<file path="src/rtl/spi_regport_pkg.sv">
package spi_regport_pkg;

    localparam int OP_W       = 8;
    localparam int ADDR_W     = 5;
    localparam int BYTE_W     = 8;
    localparam int WORD_BITS  = 32;
    localparam int LBL_BITS   = 256;
    localparam int WORD_BYTES = WORD_BITS / BYTE_W;
    localparam int LBL_BYTES  = LBL_BITS / BYTE_W;
    localparam int IDX_W      = $clog2(LBL_BYTES);
    localparam int DIV_W      = 4;
    localparam int FLAG_W     = 3;

    // register addresses (opcode bits 6..2)
    localparam logic [ADDR_W-1:0] A_TX_STAT  = 5'd0;   // read 0x80
    localparam logic [ADDR_W-1:0] A_RX1_STAT = 5'd4;   // read 0x90
    localparam logic [ADDR_W-1:0] A_RX2_STAT = 5'd12;  // read 0xB0
    localparam logic [ADDR_W-1:0] A_DIV_WR   = 5'd14;  // write 0x38
    localparam logic [ADDR_W-1:0] A_DIV_RD   = 5'd21;  // read 0xD4
    localparam logic [ADDR_W-1:0] A_TX_WORD  = 5'd3;   // write 0x0C
    localparam logic [ADDR_W-1:0] A_RX1_WORD = 5'd8;   // read 0xA0
    localparam logic [ADDR_W-1:0] A_RX2_WORD = 5'd16;  // read 0xC0
    localparam logic [ADDR_W-1:0] A_LBL1_WR  = 5'd5;   // write 0x14
    localparam logic [ADDR_W-1:0] A_LBL2_WR  = 5'd9;   // write 0x24
    localparam logic [ADDR_W-1:0] A_LBL1_RD  = 5'd6;   // read 0x98
    localparam logic [ADDR_W-1:0] A_LBL2_RD  = 5'd10;  // read 0xA8

    typedef enum logic [1:0] {
        PH_OPC  = 2'd0,
        PH_DATA = 2'd1,
        PH_DONE = 2'd2
    } phase_e;

    function automatic logic is_word(input logic rd, input logic [ADDR_W-1:0] a);
        if (rd) return (a == A_RX1_WORD) || (a == A_RX2_WORD);
        return a == A_TX_WORD;
    endfunction

    function automatic logic is_lbl(input logic rd, input logic [ADDR_W-1:0] a);
        if (rd) return (a == A_LBL1_RD) || (a == A_LBL2_RD);
        return (a == A_LBL1_WR) || (a == A_LBL2_WR);
    endfunction

    function automatic logic is_ext(input logic rd, input logic [ADDR_W-1:0] a);
        return is_word(rd, a) || is_lbl(rd, a);
    endfunction

    // index of the final byte of the data field
    function automatic logic [IDX_W-1:0] last_idx(input logic rd, input logic [ADDR_W-1:0] a);
        if (is_word(rd, a)) return IDX_W'(WORD_BYTES - 1);
        if (is_lbl(rd, a))  return IDX_W'(LBL_BYTES - 1);
        return '0;
    endfunction

endpackage

</file>
<file path="src/rtl/spi_regport_sync.sv">
module spi_regport_sync #(
    parameter int               WIDTH   = 3,
    parameter int               STAGES  = 2,
    parameter logic [WIDTH-1:0] RST_VAL = '0
) (
    input  logic             clk,
    input  logic             rst_n,
    input  logic [WIDTH-1:0] din,
    output logic [WIDTH-1:0] dout
);

    logic [STAGES-1:0][WIDTH-1:0] chain_d, chain_q;

    generate
        if (STAGES == 1) begin : g_single
            always_comb chain_d = din;
        end else begin : g_multi
            always_comb chain_d = {chain_q[STAGES-2:0], din};
        end
    endgenerate

    always_ff @(posedge clk or negedge rst_n) begin
        if (!rst_n) chain_q <= {STAGES{RST_VAL}};
        else        chain_q <= chain_d;
    end

    assign dout = chain_q[STAGES-1];

endmodule

</file>
<file path="src/rtl/spi_regport_frame.sv">
module spi_regport_frame
    import spi_regport_pkg::*;
(
    input  logic              clk,
    input  logic              rst_n,
    input  logic              sck_s,
    input  logic              csn_s,
    input  logic              mosi_s,
    input  logic [BYTE_W-1:0] rd_byte,
    output logic              dir,
    output logic [ADDR_W-1:0] addr,
    output logic [IDX_W-1:0]  idx,
    output logic              rd_load,
    output logic              wr_valid,
    output logic [BYTE_W-1:0] wr_byte,
    output logic              miso
);

    typedef struct packed {
        phase_e              phase;
        logic                sck_prev;
        logic [2:0]          bit_cnt;
        logic [IDX_W-1:0]    byte_idx;
        logic [IDX_W-1:0]    wr_idx;
        logic [ADDR_W:0]     op;       // {dir, addr}; opcode bits 1..0 never stored
        logic [BYTE_W-1:0]   shin;
        logic [BYTE_W-1:0]   shout;
        logic                miso;
        logic                rd_load;
        logic                wr_valid;
    } frame_t;

    frame_t d, q;
    logic rise, fall;
    logic [IDX_W-1:0] last;

    always_comb begin
        d          = q;
        d.sck_prev = sck_s;
        d.rd_load  = 1'b0;
        d.wr_valid = 1'b0;
        rise       = sck_s & ~q.sck_prev;
        fall       = ~sck_s & q.sck_prev;
        last       = last_idx(q.op[ADDR_W], q.op[ADDR_W-1:0]);

        if (csn_s) begin
            d          = '0;
            d.sck_prev = sck_s;
        end else begin
            if (q.rd_load) d.shout = rd_byte;
            unique case (q.phase)
                PH_OPC: begin
                    if (rise) begin
                        if (q.bit_cnt < 3'd6) d.op = {q.op[ADDR_W-1:0], mosi_s};
                        d.bit_cnt = q.bit_cnt + 3'd1;
                        if (q.bit_cnt == 3'd7) begin
                            d.phase    = PH_DATA;
                            d.byte_idx = '0;
                            d.rd_load  = q.op[ADDR_W];
                        end
                    end
                end
                PH_DATA: begin
                    if (rise) begin
                        d.shin    = {q.shin[BYTE_W-2:0], mosi_s};
                        d.bit_cnt = q.bit_cnt + 3'd1;
                        if (q.bit_cnt == 3'd7) begin
                            d.wr_valid = ~q.op[ADDR_W];
                            d.wr_idx   = q.byte_idx;
                            if (q.byte_idx == last) begin
                                d.phase = PH_DONE;
                            end else begin
                                d.byte_idx = q.byte_idx + 1'b1;
                                d.rd_load  = q.op[ADDR_W];
                            end
                        end
                    end
                    if (fall && q.op[ADDR_W]) begin
                        d.miso  = q.shout[BYTE_W-1];
                        d.shout = {q.shout[BYTE_W-2:0], 1'b0};
                    end
                end
                PH_DONE: begin
                    if (fall) d.miso = 1'b0;
                end
                default: d.phase = PH_OPC;
            endcase
        end
    end

    always_ff @(posedge clk or negedge rst_n) begin
        if (!rst_n) q <= '0;
        else        q <= d;
    end

    assign dir      = q.op[ADDR_W];
    assign addr     = q.op[ADDR_W-1:0];
    assign idx      = q.wr_valid ? q.wr_idx : q.byte_idx;
    assign rd_load  = q.rd_load;
    assign wr_valid = q.wr_valid;
    assign wr_byte  = q.shin;
    assign miso     = q.miso;

    // deselect ends everything on the next clock
    assert_deselect_quiet_R9: assert property (@(posedge clk) disable iff (!rst_n)
        csn_s |=> (!q.wr_valid && !q.rd_load));

    assert_miso_low_deselected_R11: assert property (@(posedge clk) disable iff (!rst_n)
        csn_s |=> !q.miso);

    assert_idx_within_field_R6: assert property (@(posedge clk) disable iff (!rst_n)
        (q.phase == PH_DATA) |-> (q.byte_idx <= last_idx(q.op[ADDR_W], q.op[ADDR_W-1:0])));

    assert_done_no_strobe_R6: assert property (@(posedge clk) disable iff (!rst_n)
        (q.phase == PH_DONE) |=> (!q.wr_valid && !q.rd_load));

    assert_strobes_exclusive_R8: assert property (@(posedge clk) disable iff (!rst_n)
        !(q.wr_valid && q.rd_load));

endmodule

</file>
<file path="src/rtl/spi_regport_regs.sv">
module spi_regport_regs
    import spi_regport_pkg::*;
(
    input  logic              clk,
    input  logic              rst_n,
    input  logic              dir,
    input  logic [ADDR_W-1:0] addr,
    input  logic              wr_valid,
    input  logic [DIV_W-1:0]  div_wdata,
    input  logic [FLAG_W-1:0] tx_flags,
    input  logic [FLAG_W-1:0] rx1_flags,
    input  logic [FLAG_W-1:0] rx1_hits,
    input  logic [FLAG_W-1:0] rx2_flags,
    input  logic [FLAG_W-1:0] rx2_hits,
    input  logic [BYTE_W-1:0] ext_rd_data,
    output logic [BYTE_W-1:0] rd_byte,
    output logic [DIV_W-1:0]  clk_div,
    output logic              ext_wr_valid
);

    logic [DIV_W-1:0] div_d, div_q;
    logic             div_we;

    always_comb begin
        div_we = wr_valid && !dir && (addr == A_DIV_WR);
        div_d  = div_we ? div_wdata : div_q;
    end

    always_ff @(posedge clk or negedge rst_n) begin
        if (!rst_n) div_q <= '0;
        else        div_q <= div_d;
    end

    always_comb begin
        rd_byte = '0;
        if (dir) begin
            if (is_ext(1'b1, addr)) begin
                rd_byte = ext_rd_data;
            end else begin
                unique case (addr)
                    A_TX_STAT:  rd_byte = {5'b0, tx_flags};
                    A_RX1_STAT: rd_byte = {2'b0, rx1_hits, rx1_flags};
                    A_RX2_STAT: rd_byte = {2'b0, rx2_hits, rx2_flags};
                    A_DIV_RD:   rd_byte = {3'b0, div_q, 1'b0};
                    default:    rd_byte = '0;
                endcase
            end
        end
    end

    assign clk_div      = div_q;
    assign ext_wr_valid = wr_valid && !dir && is_ext(1'b0, addr);

    assert_div_hold_R10: assert property (@(posedge clk) disable iff (!rst_n)
        !div_we |=> $stable(div_q));

    assert_div_ext_exclusive_R7: assert property (@(posedge clk) disable iff (!rst_n)
        !(div_we && ext_wr_valid));

endmodule

</file>
<file path="src/rtl/spi_regport.sv">
module spi_regport
    import spi_regport_pkg::*;
#(
    parameter int SYNC_STAGES = 2
) (
    input  logic              clk,
    input  logic              rst_n,
    input  logic              spi_sck,
    input  logic              spi_csn,
    input  logic              spi_mosi,
    output logic              spi_miso,
    input  logic [FLAG_W-1:0] tx_fifo_flags,
    input  logic [FLAG_W-1:0] rx1_fifo_flags,
    input  logic [FLAG_W-1:0] rx1_label_hits,
    input  logic [FLAG_W-1:0] rx2_fifo_flags,
    input  logic [FLAG_W-1:0] rx2_label_hits,
    output logic [DIV_W-1:0]  clk_div,
    output logic              ext_wr_valid,
    output logic              ext_rd_req,
    output logic [ADDR_W-1:0] ext_addr,
    output logic [IDX_W-1:0]  ext_byte_idx,
    output logic [BYTE_W-1:0] ext_wr_data,
    input  logic [BYTE_W-1:0] ext_rd_data
);

    logic [2:0]        pins_s;
    logic              dir, rd_load, wr_valid;
    logic [ADDR_W-1:0] addr;
    logic [IDX_W-1:0]  idx;
    logic [BYTE_W-1:0] rd_byte, wr_byte;

    spi_regport_sync #(
        .WIDTH  (3),
        .STAGES (SYNC_STAGES),
        .RST_VAL(3'b010)
    ) sync_i (
        .clk  (clk),
        .rst_n(rst_n),
        .din  ({spi_sck, spi_csn, spi_mosi}),
        .dout (pins_s)
    );

    spi_regport_frame frame_i (
        .clk     (clk),
        .rst_n   (rst_n),
        .sck_s   (pins_s[2]),
        .csn_s   (pins_s[1]),
        .mosi_s  (pins_s[0]),
        .rd_byte (rd_byte),
        .dir     (dir),
        .addr    (addr),
        .idx     (idx),
        .rd_load (rd_load),
        .wr_valid(wr_valid),
        .wr_byte (wr_byte),
        .miso    (spi_miso)
    );

    spi_regport_regs regs_i (
        .clk         (clk),
        .rst_n       (rst_n),
        .dir         (dir),
        .addr        (addr),
        .wr_valid    (wr_valid),
        .div_wdata   (wr_byte[DIV_W:1]),
        .tx_flags    (tx_fifo_flags),
        .rx1_flags   (rx1_fifo_flags),
        .rx1_hits    (rx1_label_hits),
        .rx2_flags   (rx2_fifo_flags),
        .rx2_hits    (rx2_label_hits),
        .ext_rd_data (ext_rd_data),
        .rd_byte     (rd_byte),
        .clk_div     (clk_div),
        .ext_wr_valid(ext_wr_valid)
    );

    assign ext_rd_req   = rd_load && is_ext(1'b1, addr);
    assign ext_addr     = addr;
    assign ext_byte_idx = idx;
    assign ext_wr_data  = wr_byte;

endmodule

</file>
<file path="config.mk">
export PLATFORM = sky130hd
export DESIGN_NAME = spi_regport
export DESIGN_NICKNAME = d
export VERILOG_FILES = /design/src/rtl/spi_regport_pkg.sv /design/src/rtl/spi_regport_sync.sv /design/src/rtl/spi_regport_frame.sv /design/src/rtl/spi_regport_regs.sv /design/src/rtl/spi_regport.sv
export SDC_FILE = /design/constraint.sdc
export NUM_CORES = 1
export LEC_CHECK = 0
export CORE_ASPECT_RATIO = 1.4
export CORE_MARGIN = 4
export CORE_UTILIZATION = 53
export CTS_CLUSTER_DIAMETER = 30
export CTS_CLUSTER_SIZE = 24
export DETAILED_ROUTE_END_ITERATION = 8
export GPL_TIMING_DRIVEN = 0
export PLACE_DENSITY = 0.81
export SLEW_MARGIN = 20
export SYNTH_ARGS = -nofsm -noshare
export SYNTH_HDL_FRONTEND = slang
export SYNTH_HIERARCHICAL = 1
export SYNTH_SLANG_ARGS = --single-unit
</file>
<file path="constraint.sdc">
create_clock -name clk -period 2.86 [get_ports clk]
set_input_delay 0.286 -clock clk [delete_from_list [all_inputs] [get_ports clk]]
set_output_delay 0.286 -clock clk [all_outputs]
set_load 0.01 [all_outputs]
</file>
# Word-level counts from Yosys, hierarchy flattened
# Cells that the tools add are included.
[word_totals]
reg_bits = 51
wordCells = 128
[classes]
n_addsub = 2
order_cmp = 1
n_eq_ne = 24
mux = 54
n_bitwise = 5
reduce_logical = 28
[ops]
columns = ["cell", "n"]
rows = [
  ["2-to-1 mux 5 bit", 8],
  ["2-to-1 mux 8 bit", 5],
  ["2-to-1 mux 38 bit", 1],
  ["equality test 5 x 4 -> 1 bit, second input constant", 5],
  ["one-hot mux 6 bit (4 select lines)", 1],
  ["inequality test 3 x 2 -> 1 bit, second input constant", 7],
  ["2-to-1 mux 1 bit", 20],
  ["2-to-1 mux 6 bit", 3],
  ["2-to-1 mux 16 bit", 1],
  ["2-to-1 mux 2 bit", 8],
  ["one-hot mux 8 bit (2 select lines)", 1],
  ["equality test 5 x 3 -> 1 bit, second input constant", 3],
  ["2-to-1 mux 13 bit", 1],
  ["AND reduction 3 bit", 4],
  ["AND reduction 6 bit", 2],
  ["equality test 5 bit, second input constant", 2],
  ["2-to-1 mux 10 bit", 1],
  ["nonzero test 2 bit", 5],
  ["2-to-1 mux 9 bit", 1],
  ["logical OR 1 bit", 6],
  ["one-hot mux 2 bit (3 select lines)", 1],
  ["nonzero test 3 bit", 2],
  ["adder 5 x 1 -> 5 bit, second input constant", 1],
  ["equality test 5 x 2 -> 1 bit, second input constant", 1],
  ["other kinds (16)", 24],
]

# Longest topological paths before layout
# Gate-level depths: netlist of the first run.
[logic_depth]
word_depth = 18
depth_mapped = 8
depth_no_buf = 7

# Cells and area by module
# The synthesis of the first run kept the hierarchy.
[modules_own_cells]
columns = ["module", "instances", "cells_per_inst", "area_per_inst_um2"]
rows = [
  ["spi_regport_frame", 1, 219, 2167.1],
  ["spi_regport_regs", 1, 57, 535.5],
  ["spi_regport_sync", 1, 6, 152.6],
  ["spi_regport", 1, 5, 40.0],
]

# Least setup slack after synthesis of the first run
# Ideal clock, no wire load.
[synth_path]
path_kind = "flip-flop to flip-flop"
start = "register frame_i.q (netlist bit frame_i/dir)"
end = "register frame_i/q[34] (netlist name)"
arrival_time_ps = 2084
required_ps = 2791
setup_slack_ps = 707
stages_incl_launch_ff = 8
path_buffers = 1
synth_period_minus_slack_ps = 2153
path_cell_list = "dfrtp_1 -> buf_6 -> or4bb_1 -> a311oi_2 -> or4b_2 -> a22oi_2 -> or4_1 -> nand3_1"
[synth_between]
elab_chain_cells = 11
elab_cells_between_ends = 14
[synth_lines]
columns = ["element", "line_no", "text"]
rows = [
  ["start: declaration", "spi_regport_frame.sv:33", "frame_t d, q;"],
  ["start signal: assignment", "spi_regport_frame.sv:92", "if (!rst_n) q <= '0;"],
  ["start signal: assignment", "spi_regport_frame.sv:93", "else q <= d;"],
  ["2-to-1 mux 1 bit *", "spi_regport_pkg.sv:35, spi_regport_pkg.sv:40", ""],
  ["2-to-1 mux 1 bit", "spi_regport_pkg.sv:51", "if (is_lbl(rd, a)) return IDX_W'(LBL_BYTES - 1);"],
  ["2-to-1 mux 1 bit", "spi_regport_pkg.sv:41", "return (a == A_LBL1_WR) || (a == A_LBL2_WR);"],
  ["2-to-1 mux 1 bit (3 in series)", "spi_regport_pkg.sv:51", ""],
  ["2-to-1 mux 5 bit", "spi_regport_pkg.sv:52", "return '0;"],
  ["2-to-1 mux 5 bit *", "spi_regport_pkg.sv:51", ""],
  ["equality test 5 bit *", "spi_regport_frame.sv:70", "if (q.byte_idx == last) begin"],
  ["inequality test 3 bit (no source line) *", "-", ""],
  ["AND reduction 6 bit (no source line) *", "-", ""],
]
# Mark *: on every way between the ends. The rest lies on a longest branch, timed or not. The select of a mux whose other input is x is not followed.
# A chain may end at the register's enable or synchronous reset.

# Worst setup path in the final report of the first run
[layout_path]
start = "register frame_i.q (netlist bit frame_i/dir)"
end = "register frame_i/q[30] (netlist name)"
# The elaborated chain is that of the path after synthesis.

==> results of run 1 <==
cells by family after synthesis:
group | Yosys count | synth area share, %
simple gates | 110 | 21.0
compound gates | 54 | 13.7
flops | 51 | 44.2
buf+inv | 34 | 7.30
mux | 32 | 11.6
xor+xnor | 3 | 0.908
fa+ha+maj | 3 | 1.30
per-stage QoR:
stage               cell area, um2  power, mW  setup slack (ns)
global route                  3660       1.46             0.266
floorplan                     2900      0.786             0.707
detailed placement            3510      0.852             0.486
finish                        3660       1.41             0.418
global placement              3500      0.847            0.0679
CTS                           3660       1.42             0.422
final timing paths:
path	start	to	depth (start not counted)	slack (ns)
setup reg to reg	frame_i/dir	frame_i/q[30]	7	0.42
max in group asynchronous	rst_n	sync_i/chain_d[4]	3	1.79
setup / recovery	frame_i/dir	frame_i/q[30]	7	0.42
min in group asynchronous	rst_n	frame_i/wr_byte[5]	2	0.48
hold reg to reg	sync_i/chain_d[5]	sync_i/dout[2]	0	0.36
hold / removal	sync_i/chain_d[5]	sync_i/dout[2]	0	0.36
power by group through the flow:
stage               Combinational (mW)  Clock, mW  Sequential [mW]
floorplan                       0.0378          0            0.748
global placement                0.0972          0            0.750
detailed placement               0.101          0            0.750
CTS                              0.103      0.580            0.736
global route                     0.112      0.613            0.737
finish                           0.101      0.569            0.736
cell type report:
class | count | area (um2)
clock buffers | 6 | 72.6
multi-input cells | 202 | 1410
fillers | 420 | 1580
flip-flops and latches | 51 | 1280
well taps | 66 | 82.6
clock inverters | 2 | 60.1
inverters | 5 | 18.8
plain buffers | 29 | 193
repair buffers | 54 | 546
sequential cells by signal, summed over array words and instances (netlist names):
signal / flops
frame_i/addr: 5
frame_i/dir: 1
frame_i/miso: 1
frame_i/q: 24
frame_i/rd_load: 1
frame_i/wr_byte: 8
frame_i/wr_valid: 1
regs_i/clk_div: 4
sync_i/chain_d: 3
sync_i/dout: 3
worst max-delay path: cells and delay by family (launching register included):
family,cells,cell delay [ns]
buf+inv,1,0.16
compound gates,2,0.78
flops,1,0.43
simple gates,3,0.70
mux,1,0.27
cells in the final DEF (no fill, tap or decap), types with 3 or more instances in the layout:
master,count
a211oi_1,8
buf_4,14
clkbuf_8,5
nand2_1,30
nand2b_1,5
nand3b_1,3
mux2_2,13
nor3_1,4
nor2b_1,6
nor2_1,25
inv_1,5
nand3_1,10
dfrtp_1,49
mux2i_1,19
buf_6,4
ha_1,3
clkbuf_1,10
clkdlybuf4s50_1,51
a21oi_1,19
o2bb2ai_1,6
what timing repair did:
item	CTS	global route
endpoints found under the hold margin	21	0
gates resized for setup	0	0
hold buffers	1	0
endpoints found under the setup margin	0	0
setup buffers	0	0
layer usage:
layer  track usage (%)  wire [um]  up-vias
li1                  -          -     1145
met4              5.59         61        0
met3              3.38        263        6
met5                 0          0        -
met1              23.8       2700     1159
met2              35.9       3320       62
==> results.sh, run 1 <==
export IMPL_critical_path_slowest_cell="dfrtp_1"
export IMPL_fp_dieW_um=70.5
export IMPL_gp_congestion=0.871
export IMPL_grt_max_degree=31
export IMPL_grt_pass1_wl_mm=10.6
export IMPL_cp_max_fo=10
export IMPL_root_buffer="clkbuf_8"
export IMPL_async_flop_share_pct=100
export IMPL_power_frac_seq_pct=52.3
export IMPL_synth_fp_nets=318
export IMPL_vias=2372
export IMPL_synth_cell_types=58
export IMPL_final_core_util_pct=69.8
export IMPL_vias_per_cell=5.72
export IMPL_placedCellCount=406
export IMPL_cp_data_required_time_ns=3.05
export IMPL_period_share_pct=85.4
export IMPL_rsz0062_at_grt="no"
export IMPL_cts_sinks=51
export IMPL_drt_wl_total_mm=6.35
export IMPL_end_kind="flop"
export IMPL_criticalPathCategory="reg2reg"
export IMPL_swShare_pct=19.4
export IMPL_hold_viol_final=0
export IMPL_crit_chain="buf_6, or3b_1, a211oi_1, nand4_1, a22oi_2, nor2_1, mux2_2"
export IMPL_fp_row_count=31
export IMPL_synth_edff_count=0
export IMPL_io_pin_count=53
export IMPL_num_nets_final=379
export IMPL_synth_area_top_cells="dfrtp_1 42%, mux2i_1 6.6%, mux2_2 5.1%"
export IMPL_yosys_area_top_type="dfrtp_1"
export IMPL_layout_min_cycle_time_ns=2.44
export IMPL_peakVddDrop_uv=474
export IMPL_detail_route_antenna_nets=0
export IMPL_ys_flop_type="dfrtp_1"
export IMPL_whs_ns=0.359
export IMPL_maxCapViolCount=0
export IMPL_grt_use_total_pct=19.7
export IMPL_postSynthCellCount=287
export IMPL_grt_ovfl_total=0
export IMPL_clock_skew_ns=0.00450
export IMPL_antenna_cells=0
export IMPL_hp_class="reg2reg"
export IMPL_grt_antenna_before_repair=0
export IMPL_synth_top_area_share_pct=42.4
export IMPL_avgSynthCellArea_um2=10.1
export IMPL_post_drt_wl_per_cell_um=15.3
export IMPL_area_delta_synth_final_pct=26.3
export IMPL_yosysSeqAreaShare_pct=44.2
export IMPL_synthTopCellsByCount="49 x dfrtp_1, 30 x nand2_1, 25 x nor2_1"
export IMPL_max_freq_ghz=0.409
export IMPL_slew_viol_final=0
export IMPL_worst_pin_slew_ns=0.538
export IMPL_tns_ns=0
export IMPL_netlist_area_um2=2900
export IMPL_drt_initial_drc_count=64
export IMPL_clk_latency_ns=0.30
export IMPL_drc_errors=0
export IMPL_slew_headroom_pct=64.1
export IMPL_io_buffers=52
export IMPL_core_um2=5240
export IMPL_tritoncts="done"
export IMPL_start_util_pct=55.3
export IMPL_worst_path_largest_cell_delay_ns=0.43
export IMPL_synth_most_common_cell="dfrtp_1"
export IMPL_crit_arrival_ns=2.63
export IMPL_power_frac_comb_pct=7.2
export IMPL_power_density_nw_per_um2=385
export IMPL_yosys_warnings=6
export IMPL_first_pass_iters=4
export IMPL_p_int_mw=1.13
export IMPL_grt_pass1_vias=2245
export IMPL_fin_cells=415
export IMPL_dp_hpwl_mm=4.83
export IMPL_total_leakage_power_nw=1.56
export IMPL_die_h_um=95.5
export IMPL_htree_levels=2
export IMPL_clock_path_buffers=2
export IMPL_run_status="finished clean"
export IMPL_setup_viol=0
export IMPL_drive_gt1_share_pct=15.2
export IMPL_die_area_um2=6730
export IMPL_start_kind="flop"
export IMPL_switching_power_mw=0.272
export IMPL_clock_power_share_pct=40.5
export IMPL_cts_made_buffers=5
export IMPL_clk_pin_slew_ns=0.09
export IMPL_ys_ff_latch=51
Power figures use the tool's default switching activity.
==> inputs of run 2 (changes only) <==
--- a/config.mk
+++ b/config.mk
@@ -7,12 +7,11 @@
 export LEC_CHECK = 0
 export CORE_ASPECT_RATIO = 1.4
 export CORE_MARGIN = 4
-export CORE_UTILIZATION = 53
+export CORE_UTILIZATION = 27
 export CTS_CLUSTER_DIAMETER = 30
 export CTS_CLUSTER_SIZE = 24
 export DETAILED_ROUTE_END_ITERATION = 8
 export GPL_TIMING_DRIVEN = 0
-export PLACE_DENSITY = 0.81
 export SLEW_MARGIN = 20
 export SYNTH_ARGS = -nofsm -noshare
 export SYNTH_HDL_FRONTEND = slang
==> run 2 against run 1 <==
  * Combinational power is essentially flat
  * Register-to-register slack gained 0.03 ns
  * Non-clock buffer count decreased by 2
  * First-iteration DRC count grew 42%
  * Total power increased by 3.3%
  * Clock skew shrank 0.0010 ns
  * Sequential power about the same
  * Die area rose by 85%
  * Flip-flop and latch count unchanged
  * Final area rose by 2.4%
  * Cell count up 17%
  * Critical path type is now reg2out
  * Critical endpoint is now ext_wr_valid
==> results.sh, run 2 (synthesized netlist as in run 1, its figures left out) <==
export IMPL_die_area_um2=12500
export IMPL_r2r_start="frame_i/dir"
export IMPL_antenna_cells=0
export IMPL_hp_class="in2async"
export IMPL_worst_pin_slew_ns=0.635
export IMPL_cts_sinks=51
export IMPL_ctsHoldBuffers=0
export IMPL_vias=2325
export IMPL_clk_pin_slew_ns=0.06
export IMPL_drt_initial_drc_count=91
export IMPL_num_nets_final=377
export IMPL_clock_path_buffers=2
export IMPL_period_share_pct=85.2
export IMPL_rsz0062_at_grt="no"
export IMPL_tritoncts="done"
export IMPL_grt_ovfl_total=0
export IMPL_crit_chain="buf_4, buf_6, xor2_1, o21ai_0, nor4_1, clkdlybuf4s50_1"
export IMPL_cts_made_buffers=5
export IMPL_largest_register_ffs=24
export IMPL_regArea_um2=1280
export IMPL_cts_resized=0
export IMPL_rr_endpoint="frame_i/q[30]"
export IMPL_top_register="frame_i/q"
export IMPL_fillers=1040
export IMPL_max_freq_ghz=0.410
export IMPL_dp_hpwl_mm=5.10
export IMPL_fin_cells=485
export IMPL_die_h_um=131
export IMPL_core_um2=10400
export IMPL_detail_route_antenna_nets=0
export IMPL_hold_viol_final=0
export IMPL_clk_latency_ns=0.29
export IMPL_maxCapViolCount=0
export IMPL_power_density_nw_per_um2=388
export IMPL_startpoint="frame_i/addr[1]"
export IMPL_root_buffer="clkbuf_16"
export IMPL_run_status="finished clean"
export IMPL_grt_use_total_pct=11.6
export IMPL_mostFrequentLayoutCells="51 x clkdlybuf4s50_1, 49 x dfrtp_1, 30 x nand2_1"
export IMPL_total_leakage_power_nw=1.56
export IMPL_grt_pass1_wl_mm=11.6
export IMPL_htree_levels=2
export IMPL_vias_per_cell=4.79
export IMPL_rrSetupSlack_ns=0.45
export IMPL_first_pass_iters=4
export IMPL_slew_viol_final=0
export IMPL_layout_commonest_cell="clkdlybuf4s50_1"
export IMPL_slew_headroom_pct=57.7
export IMPL_clock_skew_ns=0.00349
export IMPL_cts_setup_buffers=0
export IMPL_fp_row_count=44
export IMPL_layout_min_cycle_time_ns=2.44
export IMPL_critical_path_top_delay_family="buffers and inverters"
export IMPL_final_area_um2=3740
export IMPL_cp_depth=6
export IMPL_rr_worst_depth=7
export IMPL_peakVddDrop_uv=250
export IMPL_path_buf_inv=3
export IMPL_post_drt_wl_per_cell_um=14.0
export IMPL_cp_data_required_time_ns=2.57
export IMPL_end_kind="output port"
export IMPL_final_core_util_pct=36.0
export IMPL_critical_path_slowest_cell="clkdlybuf4s50_1"
export IMPL_placedCellCount=477
export IMPL_drive_gt1_share_pct=15.0
export IMPL_drc_errors=0
export IMPL_drt_wl_total_mm=6.77
export IMPL_crit_arrival_ns=2.15
export IMPL_grt_max_degree=52
export IMPL_io_buffers=52
export IMPL_criticalPathCategory="reg2out"
export IMPL_start_kind="flop"
export IMPL_io_pin_count=53
export IMPL_cp_max_fo=9
export IMPL_placed_area_um2=3590
export IMPL_worst_path_largest_cell_delay_ns=0.59
export IMPL_grt_pass1_vias=2359
export IMPL_multi_input_comb_area_um2=1410
export IMPL_gp_congestion=0.760
export IMPL_setup_viol=0
export IMPL_area_delta_synth_final_pct=29.3
export IMPL_grt_antenna_before_repair=0
export IMPL_start_util_pct=27.8
export IMPL_fp_dieW_um=95.5
-- run 2: cell type report --
class	count	area share, %
buffer	29	5.15
multi-input combinational	202	37.5
tap	138	4.61
inverter	5	0.502
sequential	51	34.2
timing repair buffer	52	13.8
clock buffer	8	4.18
-- run 2: through the flow --
| step | setup TNS, ns | power [mW] | hold WS, ns | setup WS, ns |
|---|---|---|---|---|
| 2_1_floorplan | 0 | 0.786 | -0.00959 | 0.707 |
| 3_3_place_gp | -0.0392 | 0.849 | 0.334 | -0.00250 |
| 3_5_place_dp | 0 | 0.851 | 0.338 | 0.469 |
| 4_1_cts | 0 | 1.48 | 0.0505 | 0.393 |
| 5_1_grt | 0 | 1.51 | 0.0843 | 0.243 |
| 6_report | 0 | 1.45 | 0.0166 | 0.423 |
-- run 2: routing by layer --
layer | vias up | track usage [%] | share of wire, %
li1 | 1155 | - | -
met1 | 1121 | 15.6 | 47
met2 | 38 | 19.0 | 48
met3 | 11 | 0.974 | 2.7
met4 | 0 | 4.86 | 2.1
met5 | - | 0 | 0
-- run 2: worst max-delay path by stage --
stage,to
finish,ext_wr_valid
global placement,frame_i/q[32]
floorplan,frame_i/q[34]
global route,frame_i/q[39]
CTS,ext_wr_valid
detailed placement,frame_i/q[30]
-- run 2: report_power, final --
| group | internal, mW | switching, mW | leakage, nW | total [mW] |
|---|---|---|---|---|
| sequential | 0.730 | 0.00629 | 0.693 | 0.736 |
| combinational | 0.0522 | 0.0465 | 0.792 | 0.0987 |
| clock | 0.373 | 0.244 | 0.0772 | 0.617 |
==> inputs of run 3 (changes only) <==
==> constraint.sdc (replaced) <==
create_clock -name clk -period 2.4 [get_ports clk]
set_input_delay 0.24 -clock clk [delete_from_list [all_inputs] [get_ports clk]]
set_output_delay 0.24 -clock clk [all_outputs]
set_load 0.01 [all_outputs]
==> run 3 against run 2 <==
  * The flow now finishes with violations (negative hold slack)
  * Highest routed layer unchanged
  * Sequential power rose by 19%
  * Non-clock buffer count rose by 6
  * Routed wire length rose by 2.0%
  * Worst setup slack got worse by 0.38 ns
  * Largest cell class unchanged
  * Combinational power rose by 21%
  * Via count rose by 2.1%
  * Register-to-register slack got worse by 0.41 ns
  * Worst hold slack got worse by 0.045 ns
  * Sequential share of layout area fell by 0.65 points
  * Cell count rose by 1.2%
  * Critical endpoint is now frame_i/q[30]
  * Clock power rose by 20%
  * Largest power group unchanged
  * Die area did not move
==> results.sh, run 3 (synthesized netlist as in run 1, its figures left out) <==
export IMPL_worst_path_largest_cell_delay_ns=0.51
export IMPL_top_register="frame_i/q"
export IMPL_grt_pass1_vias=2353
export IMPL_finalPower_mw=1.74
export IMPL_largest_register_ffs=24
export IMPL_clock_skew_ns=0.00446
export IMPL_layout_min_cycle_time_ns=2.36
export IMPL_clk_latency_ns=0.29
export IMPL_final_area_um2=3830
export IMPL_power_frac_seq_pct=50.6
export IMPL_hp_class="in2async"
export IMPL_grt_antenna_before_repair=0
export IMPL_start_kind="flop"
export IMPL_core_um2=10400
export IMPL_start_util_pct=27.8
export IMPL_path_buf_inv=2
export IMPL_clock_path_buffers=2
export IMPL_detail_route_antenna_nets=0
export IMPL_first_pass_iters=6
export IMPL_cts_sinks=51
export IMPL_ctsHoldBuffers=0
export IMPL_gp_congestion=0.760
export IMPL_criticalPathCategory="reg2reg"
export IMPL_drt_wl_total_mm=6.91
export IMPL_end_kind="flop"
export IMPL_post_drt_wl_per_cell_um=14.1
export IMPL_slew_viol_final=0
export IMPL_grt_pass1_wl_mm=11.6
export IMPL_fp_row_count=44
export IMPL_cp_max_fo=8
export IMPL_cp_data_required_time_ns=2.57
export IMPL_vias_per_cell=4.84
export IMPL_die_area_um2=12500
export IMPL_drive_gt1_share_pct=18.1
export IMPL_peakVddDrop_uv=301
export IMPL_final_core_util_pct=36.8
export IMPL_violations="negative hold slack"
export IMPL_power_density_nw_per_um2=454
export IMPL_num_nets_final=383
export IMPL_hold_viol_final=47
export IMPL_dp_hpwl_mm=5.10
export IMPL_drt_initial_drc_count=97
export IMPL_maxCapViolCount=0
export IMPL_p_int_mw=1.38
export IMPL_tns_ns=0
export IMPL_critical_path_slowest_cell="or4bb_1"
export IMPL_tritoncts="done"
export IMPL_switching_power_mw=0.359
export IMPL_drc_errors=0
export IMPL_layout_commonest_cell="clkdlybuf4s50_1"
export IMPL_run_status="complete, but fails checks"
export IMPL_grt_use_total_pct=11.6
export IMPL_rrSetupSlack_ns=0.04
export IMPL_io_pin_count=53
export IMPL_mostFrequentLayoutCells="50 x clkdlybuf4s50_1, 46 x dfrtp_1, 30 x nand2_1"
export IMPL_cts_made_buffers=5
export IMPL_slew_headroom_pct=57.3
export IMPL_power_frac_comb_pct=6.9
export IMPL_placed_area_um2=3590
export IMPL_crit_chain="buf_6, or4bb_1, a311oi_2, or4b_2, a22oi_2, buf_4, a21o_1, mux2_2"
export IMPL_antenna_cells=0
export IMPL_vias=2374
export IMPL_area_delta_synth_final_pct=32.2
export IMPL_worst_pin_slew_ns=0.641
export IMPL_io_buffers=52
export IMPL_clock_power_share_pct=42.6
export IMPL_htree_levels=2
export IMPL_die_h_um=131
export IMPL_grt_ovfl_total=0
export IMPL_setup_viol=0
export IMPL_clk_pin_slew_ns=0.06
export IMPL_fp_dieW_um=95.5
export IMPL_whs_ns=-0.0280
export IMPL_period_share_pct=98.3
export IMPL_crit_arrival_ns=2.53
export IMPL_swShare_pct=20.7
export IMPL_max_freq_ghz=0.424
export IMPL_critical_path_top_delay_family="simple AND/OR/NAND/NOR gates"
export IMPL_grt_max_degree=52
export IMPL_rsz0062_at_grt="yes"
export IMPL_root_buffer="clkbuf_16"
export IMPL_total_leakage_power_nw=1.61
run 3: cell count changes in the layout (fill, tap and decap cells not counted), sizes merged:
cell           delta
buf               +6
clkdlybuf4s50     -1
dlymetal6s2s      +1
run 3: worst register-to-register path, delay by kind of cell (launching register included):
kind | cells | cell delay [ns]
buf+inv | 2 | 0.31
flops | 1 | 0.39
mux | 1 | 0.26
simple gates | 2 | 0.70
compound gates | 3 | 0.59
run 3: power by group through the flow:
stage	Sequential, mW	Clock [mW]	Combinational [mW]
floorplan	0.891	0	0.0451
global placement	0.893	0	0.119
detailed placement	0.894	0	0.120
CTS	0.878	0.760	0.121
global route	0.879	0.786	0.132
finish	0.878	0.739	0.119
run 3: final cells by class:
| cell class | instances | area [um2] |
|---|---|---|
| Timing Repair Buffer | 58 | 566 |
| Buffer | 29 | 199 |
| Tap cell | 138 | 173 |
| Clock buffer | 8 | 156 |
| Inverter | 5 | 18.8 |
| Fill cell | 1033 | 6580 |
| Multi-Input combinational cell | 202 | 1430 |
| Sequential cell | 51 | 1280 |
run 3: per-stage QoR:
| step | setup WS (ns) | hold slack (ns) | std cells |
|---|---|---|---|
| detailed placement | 0.00891 | 0.314 | 477 |
| global route | -0.0411 | 0.0382 | 491 |
| global placement | -0.416 | 0.334 | 477 |
| finish | 0.0404 | -0.0280 | 491 |
| floorplan | 0.247 | -0.0556 | 287 |
| CTS | 0.0125 | 0.00445 | 487 |
run 3: path summary, 6_finish.rpt:
check,endpoint,start,cells after the start
worst max-delay path,frame_i/q[30],frame_i/addr[2],8
worst min-delay path,frame_i/wr_byte[4],rst_n,1
worst max register to register,frame_i/q[30],frame_i/addr[2],8
worst min register to register,sync_i/dout[0],sync_i/chain_d[3],0
max in group asynchronous,frame_i/addr[1],rst_n,1
min in group clk,sync_i/dout[0],sync_i/chain_d[3],0
run 3: what timing repair did:
item,CTS,global route
endpoints found under the setup margin,2,8
gates cloned,0,0
resized for setup,2,10
buffers inserted,2,4
pin swaps,1,11
run 3: routing by layer:
metal	GRT usage, %	vias up	part of all wire (%)	wire [um]
li1	-	1166	-	-
met1	15.6	1151	47	3220
met2	19.0	46	48	3350
met3	0.974	11	2.9	197
met4	4.86	0	2.1	142
met5	0	-	0	0
